==> src/rtl/tsof_pkg.sv <==
package tsof_pkg;

    localparam int unsigned BYTE_W   = 8;
    localparam int unsigned SLOT_LEN = 2 * BYTE_W;
    localparam int unsigned PH_W     = $clog2(SLOT_LEN);
    localparam int unsigned IDX_W    = $clog2(BYTE_W);
    localparam logic [PH_W-1:0] PH_LAST = PH_W'(SLOT_LEN - 1);
    localparam logic [PH_W-1:0] PH_MID  = PH_W'(BYTE_W);

    typedef enum logic {
        CLK_CONT   = 1'b0,
        CLK_GAPPED = 1'b1
    } clk_mode_e;

    typedef struct packed {
        logic [BYTE_W-1:0] data;
        logic              first;
        logic              uncor;
    } ts_item_t;

    typedef struct packed {
        logic     valid;
        ts_item_t item;
    } ts_slot_t;

    // Bit of the byte sent at a given phase: two phases per bit, MSB first.
    function automatic logic [IDX_W-1:0] msb_first_idx(input logic [PH_W-1:0] ph);
        return IDX_W'(BYTE_W - 1) - ph[PH_W-1:1];
    endfunction

endpackage

==> src/rtl/tsof_pkt_tag.sv <==
module tsof_pkt_tag
    import tsof_pkg::*;
(
    input  logic              clk,
    input  logic              rst,
    input  logic              in_valid,
    input  logic [BYTE_W-1:0] in_data,
    input  logic              in_first,
    input  logic              in_uncor,
    output ts_item_t          item
);

    logic pkt_uncor_q;

    always_ff @(posedge clk) begin
        if (rst) begin
            pkt_uncor_q <= 1'b0;
        end else if (in_valid && in_first) begin
            pkt_uncor_q <= in_uncor;
        end
    end

    always_comb begin
        item.data  = in_data;
        item.first = in_first;
        item.uncor = in_first ? in_uncor : pkt_uncor_q;
    end

endmodule

==> src/rtl/tsof_fifo.sv <==
module tsof_fifo
    import tsof_pkg::*;
#(
    parameter int unsigned DEPTH = 256
) (
    input  logic     clk,
    input  logic     rst,
    input  logic     wr_en,
    input  ts_item_t wr_item,
    input  logic     rd_en,
    output ts_item_t rd_item,
    output logic     empty
);

    localparam int unsigned AW = $clog2(DEPTH);
    localparam logic [AW-1:0] PTR_LAST = AW'(DEPTH - 1);
    localparam logic [AW:0]   CNT_FULL = (AW+1)'(DEPTH);

    ts_item_t    mem [DEPTH];
    logic [AW-1:0] wr_ptr, rd_ptr;
    logic [AW:0]   cnt;
    logic          do_wr, do_rd;

    assign empty   = (cnt == '0);
    assign do_wr   = wr_en && (cnt != CNT_FULL);
    assign do_rd   = rd_en && !empty;
    assign rd_item = mem[rd_ptr];

    always_ff @(posedge clk) begin
        if (do_wr) begin
            mem[wr_ptr] <= wr_item;
        end
    end

    always_ff @(posedge clk) begin
        if (rst) begin
            wr_ptr <= '0;
            rd_ptr <= '0;
            cnt    <= '0;
        end else begin
            if (do_wr) begin
                wr_ptr <= (wr_ptr == PTR_LAST) ? '0 : wr_ptr + 1'b1;
            end
            if (do_rd) begin
                rd_ptr <= (rd_ptr == PTR_LAST) ? '0 : rd_ptr + 1'b1;
            end
            case ({do_wr, do_rd})
                2'b10:   cnt <= cnt + 1'b1;
                2'b01:   cnt <= cnt - 1'b1;
                default: cnt <= cnt;
            endcase
        end
    end

endmodule

==> src/rtl/tsof_slot_seq.sv <==
module tsof_slot_seq
    import tsof_pkg::*;
(
    input  logic            clk,
    input  logic            rst,
    input  logic            fifo_empty,
    input  ts_item_t        fifo_item,
    output logic            fifo_pop,
    output logic [PH_W-1:0] ph_nx,
    output ts_slot_t        slot_nx
);

    logic [PH_W-1:0] ph_q;
    ts_slot_t        slot_q;
    logic            wrap;

    assign wrap     = (ph_q == PH_LAST);
    assign ph_nx    = wrap ? '0 : ph_q + 1'b1;
    assign fifo_pop = wrap && !fifo_empty;

    always_comb begin
        slot_nx = slot_q;
        if (wrap) begin
            slot_nx = '0;
            if (!fifo_empty) begin
                slot_nx.valid = 1'b1;
                slot_nx.item  = fifo_item;
            end
        end
    end

    always_ff @(posedge clk) begin
        if (rst) begin
            ph_q   <= '0;
            slot_q <= '0;
        end else begin
            ph_q   <= ph_nx;
            slot_q <= slot_nx;
        end
    end

endmodule

==> src/rtl/tsof_par_port.sv <==
module tsof_par_port
    import tsof_pkg::*;
(
    input  logic              clk,
    input  logic              rst,
    input  clk_mode_e         mode,
    input  logic [PH_W-1:0]   ph_nx,
    input  ts_slot_t          slot_nx,
    output logic              par_clk,
    output logic [BYTE_W-1:0] par_data,
    output logic              par_den,
    output logic              par_sync,
    output logic              par_err
);

    logic clk_window;
    assign clk_window = (ph_nx >= PH_MID);

    always_ff @(posedge clk) begin
        if (rst) begin
            par_clk  <= 1'b0;
            par_data <= '0;
            par_den  <= 1'b0;
            par_sync <= 1'b0;
            par_err  <= 1'b0;
        end else begin
            par_clk  <= clk_window && ((mode == CLK_CONT) || slot_nx.valid);
            par_data <= slot_nx.valid ? slot_nx.item.data : '0;
            par_den  <= slot_nx.valid;
            par_sync <= slot_nx.valid && slot_nx.item.first;
            par_err  <= slot_nx.valid && slot_nx.item.uncor;
        end
    end

endmodule

==> src/rtl/tsof_ser_port.sv <==
module tsof_ser_port
    import tsof_pkg::*;
(
    input  logic            clk,
    input  logic            rst,
    input  logic            ser_en,
    input  logic [PH_W-1:0] ph_nx,
    input  ts_slot_t        slot_nx,
    output logic            ser_clk,
    output logic            ser_data,
    output logic            ser_sync,
    output logic            ser_err
);

    logic            clk_q, data_q, sync_q, err_q;
    logic [IDX_W-1:0] bit_sel;

    assign bit_sel = msb_first_idx(ph_nx);

    always_ff @(posedge clk) begin
        if (rst) begin
            clk_q  <= 1'b0;
            data_q <= 1'b0;
            sync_q <= 1'b0;
            err_q  <= 1'b0;
        end else begin
            clk_q  <= slot_nx.valid && ph_nx[0];
            data_q <= slot_nx.valid && slot_nx.item.data[bit_sel];
            sync_q <= slot_nx.valid && slot_nx.item.first;
            err_q  <= slot_nx.valid && slot_nx.item.uncor;
        end
    end

    assign ser_clk  = ser_en && clk_q;
    assign ser_data = ser_en && data_q;
    assign ser_sync = ser_en && sync_q;
    assign ser_err  = ser_en && err_q;

endmodule

==> src/rtl/tsof_top.sv <==
module tsof_top
    import tsof_pkg::*;
#(
    parameter int unsigned DEPTH = 256
) (
    input  logic              clk,
    input  logic              rst,
    input  logic              in_valid,
    input  logic [BYTE_W-1:0] in_data,
    input  logic              in_first,
    input  logic              in_uncor,
    input  logic              cfg_gapped,
    input  logic              ser_en,
    output logic              par_clk,
    output logic [BYTE_W-1:0] par_data,
    output logic              par_den,
    output logic              par_sync,
    output logic              par_err,
    output logic              ser_clk,
    output logic              ser_data,
    output logic              ser_sync,
    output logic              ser_err
);

    ts_item_t        tag_item;
    ts_item_t        head_item;
    logic            fifo_empty;
    logic            fifo_pop;
    logic [PH_W-1:0] ph_nx;
    ts_slot_t        slot_nx;
    clk_mode_e       mode;

    assign mode = clk_mode_e'(cfg_gapped);

    tsof_pkt_tag u_tag (
        .clk      (clk),
        .rst      (rst),
        .in_valid (in_valid),
        .in_data  (in_data),
        .in_first (in_first),
        .in_uncor (in_uncor),
        .item     (tag_item)
    );

    tsof_fifo #(.DEPTH(DEPTH)) u_fifo (
        .clk     (clk),
        .rst     (rst),
        .wr_en   (in_valid),
        .wr_item (tag_item),
        .rd_en   (fifo_pop),
        .rd_item (head_item),
        .empty   (fifo_empty)
    );

    tsof_slot_seq u_seq (
        .clk        (clk),
        .rst        (rst),
        .fifo_empty (fifo_empty),
        .fifo_item  (head_item),
        .fifo_pop   (fifo_pop),
        .ph_nx      (ph_nx),
        .slot_nx    (slot_nx)
    );

    tsof_par_port u_par (
        .clk      (clk),
        .rst      (rst),
        .mode     (mode),
        .ph_nx    (ph_nx),
        .slot_nx  (slot_nx),
        .par_clk  (par_clk),
        .par_data (par_data),
        .par_den  (par_den),
        .par_sync (par_sync),
        .par_err  (par_err)
    );

    tsof_ser_port u_ser (
        .clk      (clk),
        .rst      (rst),
        .ser_en   (ser_en),
        .ph_nx    (ph_nx),
        .slot_nx  (slot_nx),
        .ser_clk  (ser_clk),
        .ser_data (ser_data),
        .ser_sync (ser_sync),
        .ser_err  (ser_err)
    );

endmodule

==> config.mk <==
export PLATFORM = sky130hd
export DESIGN_NAME = tsof_top
export DESIGN_NICKNAME = d
export VERILOG_FILES = /design/src/rtl/tsof_pkg.sv /design/src/rtl/tsof_pkt_tag.sv /design/src/rtl/tsof_fifo.sv /design/src/rtl/tsof_slot_seq.sv /design/src/rtl/tsof_par_port.sv /design/src/rtl/tsof_ser_port.sv /design/src/rtl/tsof_top.sv
export SDC_FILE = /design/constraint.sdc
export NUM_CORES = 2
export LEC_CHECK = 0
export ABC_AREA = 1
export BUFFER_PORTS_ARGS = -buffer_cell sky130_fd_sc_hd__buf_4
export CELL_PAD_IN_SITES_DETAIL_PLACEMENT = 1
export CELL_PAD_IN_SITES_GLOBAL_PLACEMENT = 2
export CORE_MARGIN = 3
export CORE_UTILIZATION = 40
export CTS_BUF_LIST = sky130_fd_sc_hd__clkbuf_4 sky130_fd_sc_hd__clkbuf_8
export DETAILED_ROUTE_END_ITERATION = 12
export PLACE_DENSITY = 0.68
export SYNTH_ARGS = -nofsm -noshare
export SYNTH_HDL_FRONTEND = slang
export SYNTH_SLANG_ARGS = --single-unit
==> constraint.sdc <==
create_clock -name clk -period 27.8 [get_ports clk]
set_input_delay 5.56 -clock clk [delete_from_list [all_inputs] [get_ports clk]]
set_output_delay 5.56 -clock clk [all_outputs]
set_load 0.01 [all_outputs]
## Yosys cells after proc, flatten, opt, wreduce, memory -nomap -nowiden

Memory sizes are Yosys's and may differ from the RTL's. A register that Yosys moved wholly into a read port is not among the register bits.
Cells that the tools add are included.

- Register bits: 54
- Bits in writable memories: 2560
- Input port bits: 15
- Memories: 1

- Add/subtract/negate cells: 6
- $lt $le $gt $ge: 2
- Eq/ne operators: 6
- Mux-type cells: 13
- Bitwise logic cells: 2
- Reduce and logical (&&, ||, !) cells: 18

Memories:

| name | depth | width | rd ports | clocked after memory_dff | write ports | line | RTL |
|---|---|---|---|---|---|---|---|
| u_fifo.mem | 256 | 10 | 1 | 1 | 1 | tsof_fifo.sv:19 | `ts_item_t mem [DEPTH];` |

Operator list:

| cell | count |
|---|---|
| $mux 8 | 4 |
| $mux 11 | 2 |
| $pmux 9 s2 | 1 |
| $add 8x1->8 const B | 2 |
| $eq 8x8->1 const B | 2 |
| $logic_and 1x1->1 | 13 |
| $add 9x1->9 const B | 1 |
| $logic_not 9->1 | 1 |
| $ne 9x9->1 const B | 1 |
| $sub 9x1->9 const B | 1 |
| $add 4x1->4 const B | 1 |
| $eq 4x4->1 const B | 1 |
| $ge 4x4->1 const B | 1 |
| $lt 3x4->1 const B | 1 |
| $mux 1 | 4 |
| $mux 4 | 1 |
| $bmux 1 s3 | 1 |
| $sub 3x3->3 const A | 1 |
| $eq 2x1->1 const B | 1 |
| $eq 2x2->1 const B | 1 |
| $not 1->1 | 2 |
| $reduce_bool 2->1 | 1 |
| $reduce_or 2->1 | 1 |
| $logic_not 1->1 | 1 |
| $logic_or 1x1->1 | 1 |

## Longest topological paths before layout

- Word-level depth: 6
- Mapped depth: 22
- Mapped depth without buffers: 20

## Cells and area by module

From an unflattened synthesis, not the netlist that was laid out.

- Cell total of the unflattened synthesis: 9035
- Area total of the unflattened synthesis: 106433.3 um^2

By module, submodules not included:

| module | times used | cells an instance | area an instance (um^2) |
|---|---|---|---|
| tsof_fifo | 1 | 8824 | 104938.1 |
| tsof_slot_seq | 1 | 106 | 774.5 |
| tsof_par_port | 1 | 39 | 344.1 |
| tsof_ser_port | 1 | 47 | 250.2 |
| tsof_pkt_tag | 1 | 19 | 126.4 |

## Worst setup path before layout

Ideal clock, no wire load.

- Path kind: in2reg
- Start: input in_first
- End: memory u_fifo.mem[0][0] in the netlist's numbering, data pin
- Setup time: 2.187 ns
- Data arrival time: 15.480 ns
- Required time: 25.613 ns
- Slack: 10.132 ns
- Cell stages on the path: 1
- Buffers on the path: 0
- Path through: o21ai_0

- Cells in the longest elaborated chain, start to end: 1

RTL lines:

| what | line | RTL |
|---|---|---|
| start: declaration | tsof_top.sv:10 | `input logic in_first,` |
| $mux 1 | tsof_pkt_tag.sv:26 | `item.uncor = in_first ? in_uncor : pkt_uncor_q;` |
| end: declaration | tsof_fifo.sv:19 |  |

Every way passes these cells.

## Worst setup path after layout

- Start: input ser_en
- End: output ser_clk

- Cells in the longest elaborated chain, start to end: 1

RTL lines:

| what | line | RTL |
|---|---|---|
| start: declaration | tsof_top.sv:13 | `input logic ser_en,` |
| $logic_and 1x1->1 | tsof_ser_port.sv:34 | `assign ser_clk = ser_en && clk_q;` |
| end: declaration | tsof_top.sv:19 | `output logic ser_clk,` |

Every way passes these cells.

==> results_dict.tcl <==
set metrics [dict create \
    outcome "finished clean" \
    critical_path.startpoint_type "input port" \
    final_net_count 8954 \
    powerDensity_mw_per_mm2 66.9 \
    post-cts-setup-buffer-count 0 \
    floorplan.rows 188 \
    final-instance-count-excl-fill 12800 \
    hold_slack_ns 0.482 \
    gpl.final_weighted_congestion 0.810 \
    mappedNetlistArea_sq_mm 0.106 \
    synth_simple_gate_area_share_pct 20.4 \
    clock_path_buffers 4 \
    pwr-share-clk_pct 43.1 \
    vias_in_the_first_global_route 71800 \
    worst-path-max-fanout 4 \
    synth_top_family_by_area "simple AND/OR/NAND/NOR gates" \
    io_buffers 30 \
    wire_per_inst_um 26.8 \
    synth.yosys.seq_area_share_pct 73.4 \
    number_of_enable_flip_flop_cells_after_synthesis 2560 \
    post_synthesis_xor_xnor_area_fraction_pct 0.0988 \
    grt_setup_unrepaired "no" \
    met3_length_um 17400 \
    ys_ff_latch 2622 \
    num_vias 70300 \
    globalRoute.totalOverflow 0 \
    fin_crit_ns 11.49 \
    cts_hold_repair.buffers 0 \
    p_sw_w 0.00169 \
    first_pass_grt_wire_length_um 498000 \
    clock_sink_count 2622 \
    final_cycle_utilization_of_the_critical_path_pct 41.3 \
    netSwitchingFraction_pct 21.5 \
    dp_hpwl_um 197000 \
    pre_antenna_drt_iters 5 \
    clock_tree.htree_level_count 5 \
    clock-root-buffer "sky130_fd_sc_hd__clkbuf_8" \
    floorplan.io_pins 31 \
    placeableCoreArea_sq_mm 0.263 \
    cts_tree "yes" \
    report.final.slew_viol_count 0 \
    clk_latency_ns 1.06 \
    critPathKind "input port to primary output" \
    syn-mean-instance-area_sq_um 11.9 \
    detail_route.wirelength_um 343000 \
    routed-wl-met2_um 163000 \
    worstMarginPinSlew_ns 1.21 \
    post_cts.resized_instances 0 \
    critPathArrivalTime_ns 5.93 \
    cellInternalPower_w 0.00618 \
    power.static_leakage_nw 40.3 \
    clock_input_transition_at_the_sequential_cells_of_the_worst_setup_and_hold_paths_ns 0.06 \
    fmax_ghz 0.0870 \
    drv.max_cap_violation_count 0 \
    yosys.area_share.adder_pct 0.0941 \
    grtUsageTotal_pct 24.8 \
    synth.distinct_cells 38 \
    syn2layout_area_growth_pct 10.6 \
    highest-signal-layer "met4" \
    synth-compound-area-share_pct 2.67 \
    report.final.setup_viol 0 \
    antenna_found_initial 11 \
    ir_drop_v 0.0000399 \
    synth.mux.area_fraction_pct 0 \
    maximum_number_of_pins_on_one_net_before_global_route_repair 198 \
    drt-met1-wl_um 154000 \
    die-width_um 522 \
    total_power_w 0.00787 \
    die-height_um 522 \
    fin_worst_skew_ns 0.0816 \
    critical_path_sink_type "primary output" \
    placed_cells_incl_taps 12000 \
    layout.cell_area.non_filler_sq_mm 0.118 \
    placement.cell_area_sq_mm 0.109 \
    synthesis.instances 8928 \
    comb_power_share_pct 1.6 \
    drt_iter0_markers 5998 \
    fraction_of_layout_cells_with_a_size_suffix_above_1_pct 9.22 \
    drt-vias-per-instance 5.49 \
    final.setup.tns_ns 0 \
    cts_made_buffers 446 \
    route.detailed.drc 0 \
    power.share.sequential_pct 55.3 \
    yosys_warnings 0 \
    critPathRequiredTime_ns 22.24 \
    floorplan.die_area_sq_mm 0.272 \
    syn-num-nets 8951 \
    postSynth.asyncResetShare_pct 0 \
    route.antenna.remaining_nets 0 \
    max-slew-margin-rel_pct 19.0 \
    worstHoldPathType "flop to flop" \
    final-hold-violation-count 0 \
    yosys_most_used_dff "sky130_fd_sc_hd__edfxtp_1" \
    num-fill-cells 27800 \
    initial_core_utilization_pct 40.4 \
]
==> worst paths after layout <==
path | start | depth (start not counted) | slack, ns | endpoint
worst min register to register | u_seq.slot_q[0]$_SDFF_PP0_ | 2 | 0.48 | u_seq.slot_q[0]$_SDFF_PP0_
worst max register to register | flop | 20 | 21.18 | u_ser.err_q$_SDFF_PP0_
worst min-delay path | u_seq.slot_q[0]$_SDFF_PP0_ | 2 | 0.48 | u_seq.slot_q[0]$_SDFF_PP0_
worst max-delay path | ser_en | 4 | 16.31 | ser_clk
==> cells by family after synthesis <==
family / after synthesis
adders and majority gates: 8
AOI/OAI and AO/OA: 527
buffers and inverters: 685
DFF: 2622
and+or+nand+nor: 5074
xor gates and xnor gates: 12
==> through the flow <==
stage          util (%)  setup slack (ns)
6_report           44.6             16.31
5_1_grt            44.6             16.27
4_1_cts            44.6             16.30
3_5_place_dp       41.4             16.30
3_3_place_gp       41.4             16.28
2_1_floorplan         -             10.13
==> layout by cell type, fill, tap and decap left out, drive strengths merged <==
cell type / count
a211oi: 2
a21boi: 2
a21o: 1
a21oi: 50
a31oi: 3
and2: 7
buf: 162
bufinv: 12
clkbuf: 595
clkinv: 176
clkinvlp: 5
dfxtp: 62
diode: 11
edfxtp: 2560
ha: 8
inv: 80
nand2: 2427
nand3: 1993
nand4: 13
nor2: 610
nor3: 15
nor3b: 4
nor4: 4
o211ai: 3
o21a: 1
o21ai: 330
o22ai: 135
or2: 1
xnor2: 2
xor2: 10
==> area by class of cell <==
cell class | instances | area [sq um] | area share, %
diodes | 11 | 27.5 | 0.0234
clock buffers | 595 | 7340 | 6.24
clock inverters | 195 | 1200 | 1.02
inverters | 78 | 332 | 0.282
multi-input cells | 5621 | 24700 | 21.0
flip-flops and latches | 2622 | 78100 | 66.4
well taps | 3515 | 4400 | 3.74
repair buffers | 162 | 1460 | 1.24
==> cell usage after synthesis (3+ instances only) <==
master                     instances  area share (%)
sky130_fd_sc_hd__edfxtp_1       2560              72
sky130_fd_sc_hd__nand2_1        2427             8.6
sky130_fd_sc_hd__nand3_1        1993             9.4
sky130_fd_sc_hd__nor2_1          609             2.1
sky130_fd_sc_hd__o21ai_0         299             1.4
sky130_fd_sc_hd__buf_2           257             1.2
sky130_fd_sc_hd__clkbuf_1        149            0.53
sky130_fd_sc_hd__o22ai_1         135            0.79
sky130_fd_sc_hd__buf_1            76            0.27
sky130_fd_sc_hd__buf_4            72            0.51
sky130_fd_sc_hd__inv_1            71            0.25
sky130_fd_sc_hd__dfxtp_1          62             1.2
sky130_fd_sc_hd__buf_6            51            0.54
sky130_fd_sc_hd__a21oi_1          50            0.24
sky130_fd_sc_hd__o21ai_1          31            0.15
sky130_fd_sc_hd__nor3_1           15           0.071
sky130_fd_sc_hd__nand4_1          13           0.076
sky130_fd_sc_hd__xor2_1           10           0.082
sky130_fd_sc_hd__ha_1              8           0.094
sky130_fd_sc_hd__and2_1            7           0.041
sky130_fd_sc_hd__clkinv_1          4           0.014
sky130_fd_sc_hd__nor3b_1           4           0.028
sky130_fd_sc_hd__a31oi_1           3           0.018
sky130_fd_sc_hd__nor4_1            3           0.018
==> power groups by stage <==
stage               registers, W  clock network (W)  logic (W)
floorplan                0.00444                  0  0.0000212
global placement         0.00443                  0   0.000128
detailed placement       0.00443                  0   0.000130
CTS                      0.00435            0.00347   0.000130
global route             0.00434            0.00366   0.000135
finish                   0.00435            0.00339   0.000127
==> worst max-delay path, cell delays in order <==
cell	delay (ns)
sky130_fd_sc_hd__buf_4	0.13
sky130_fd_sc_hd__nand2_1	0.07
sky130_fd_sc_hd__inv_1	0.04
sky130_fd_sc_hd__buf_4	0.13
==> flip-flops by register name (all words and copies together) (netlist names), 4 cells and up, named ones only <==
name,count
u_fifo.wr_ptr,8
u_par.par_data,8
u_fifo.mem,2560
u_fifo.rd_ptr,8
u_seq.slot_q,10
u_seq.ph_q,4
u_fifo.cnt,9
==> metal layers <==
layer | global-route usage [%] | vias up
li1 | - | 31900
met1 | 35.1 | 36100
met2 | 40.2 | 1833
met3 | 3.47 | 468
met4 | 6.69 | 0
met5 | 0 | -
No activity file was read; power rests on OpenSTA's default activity.
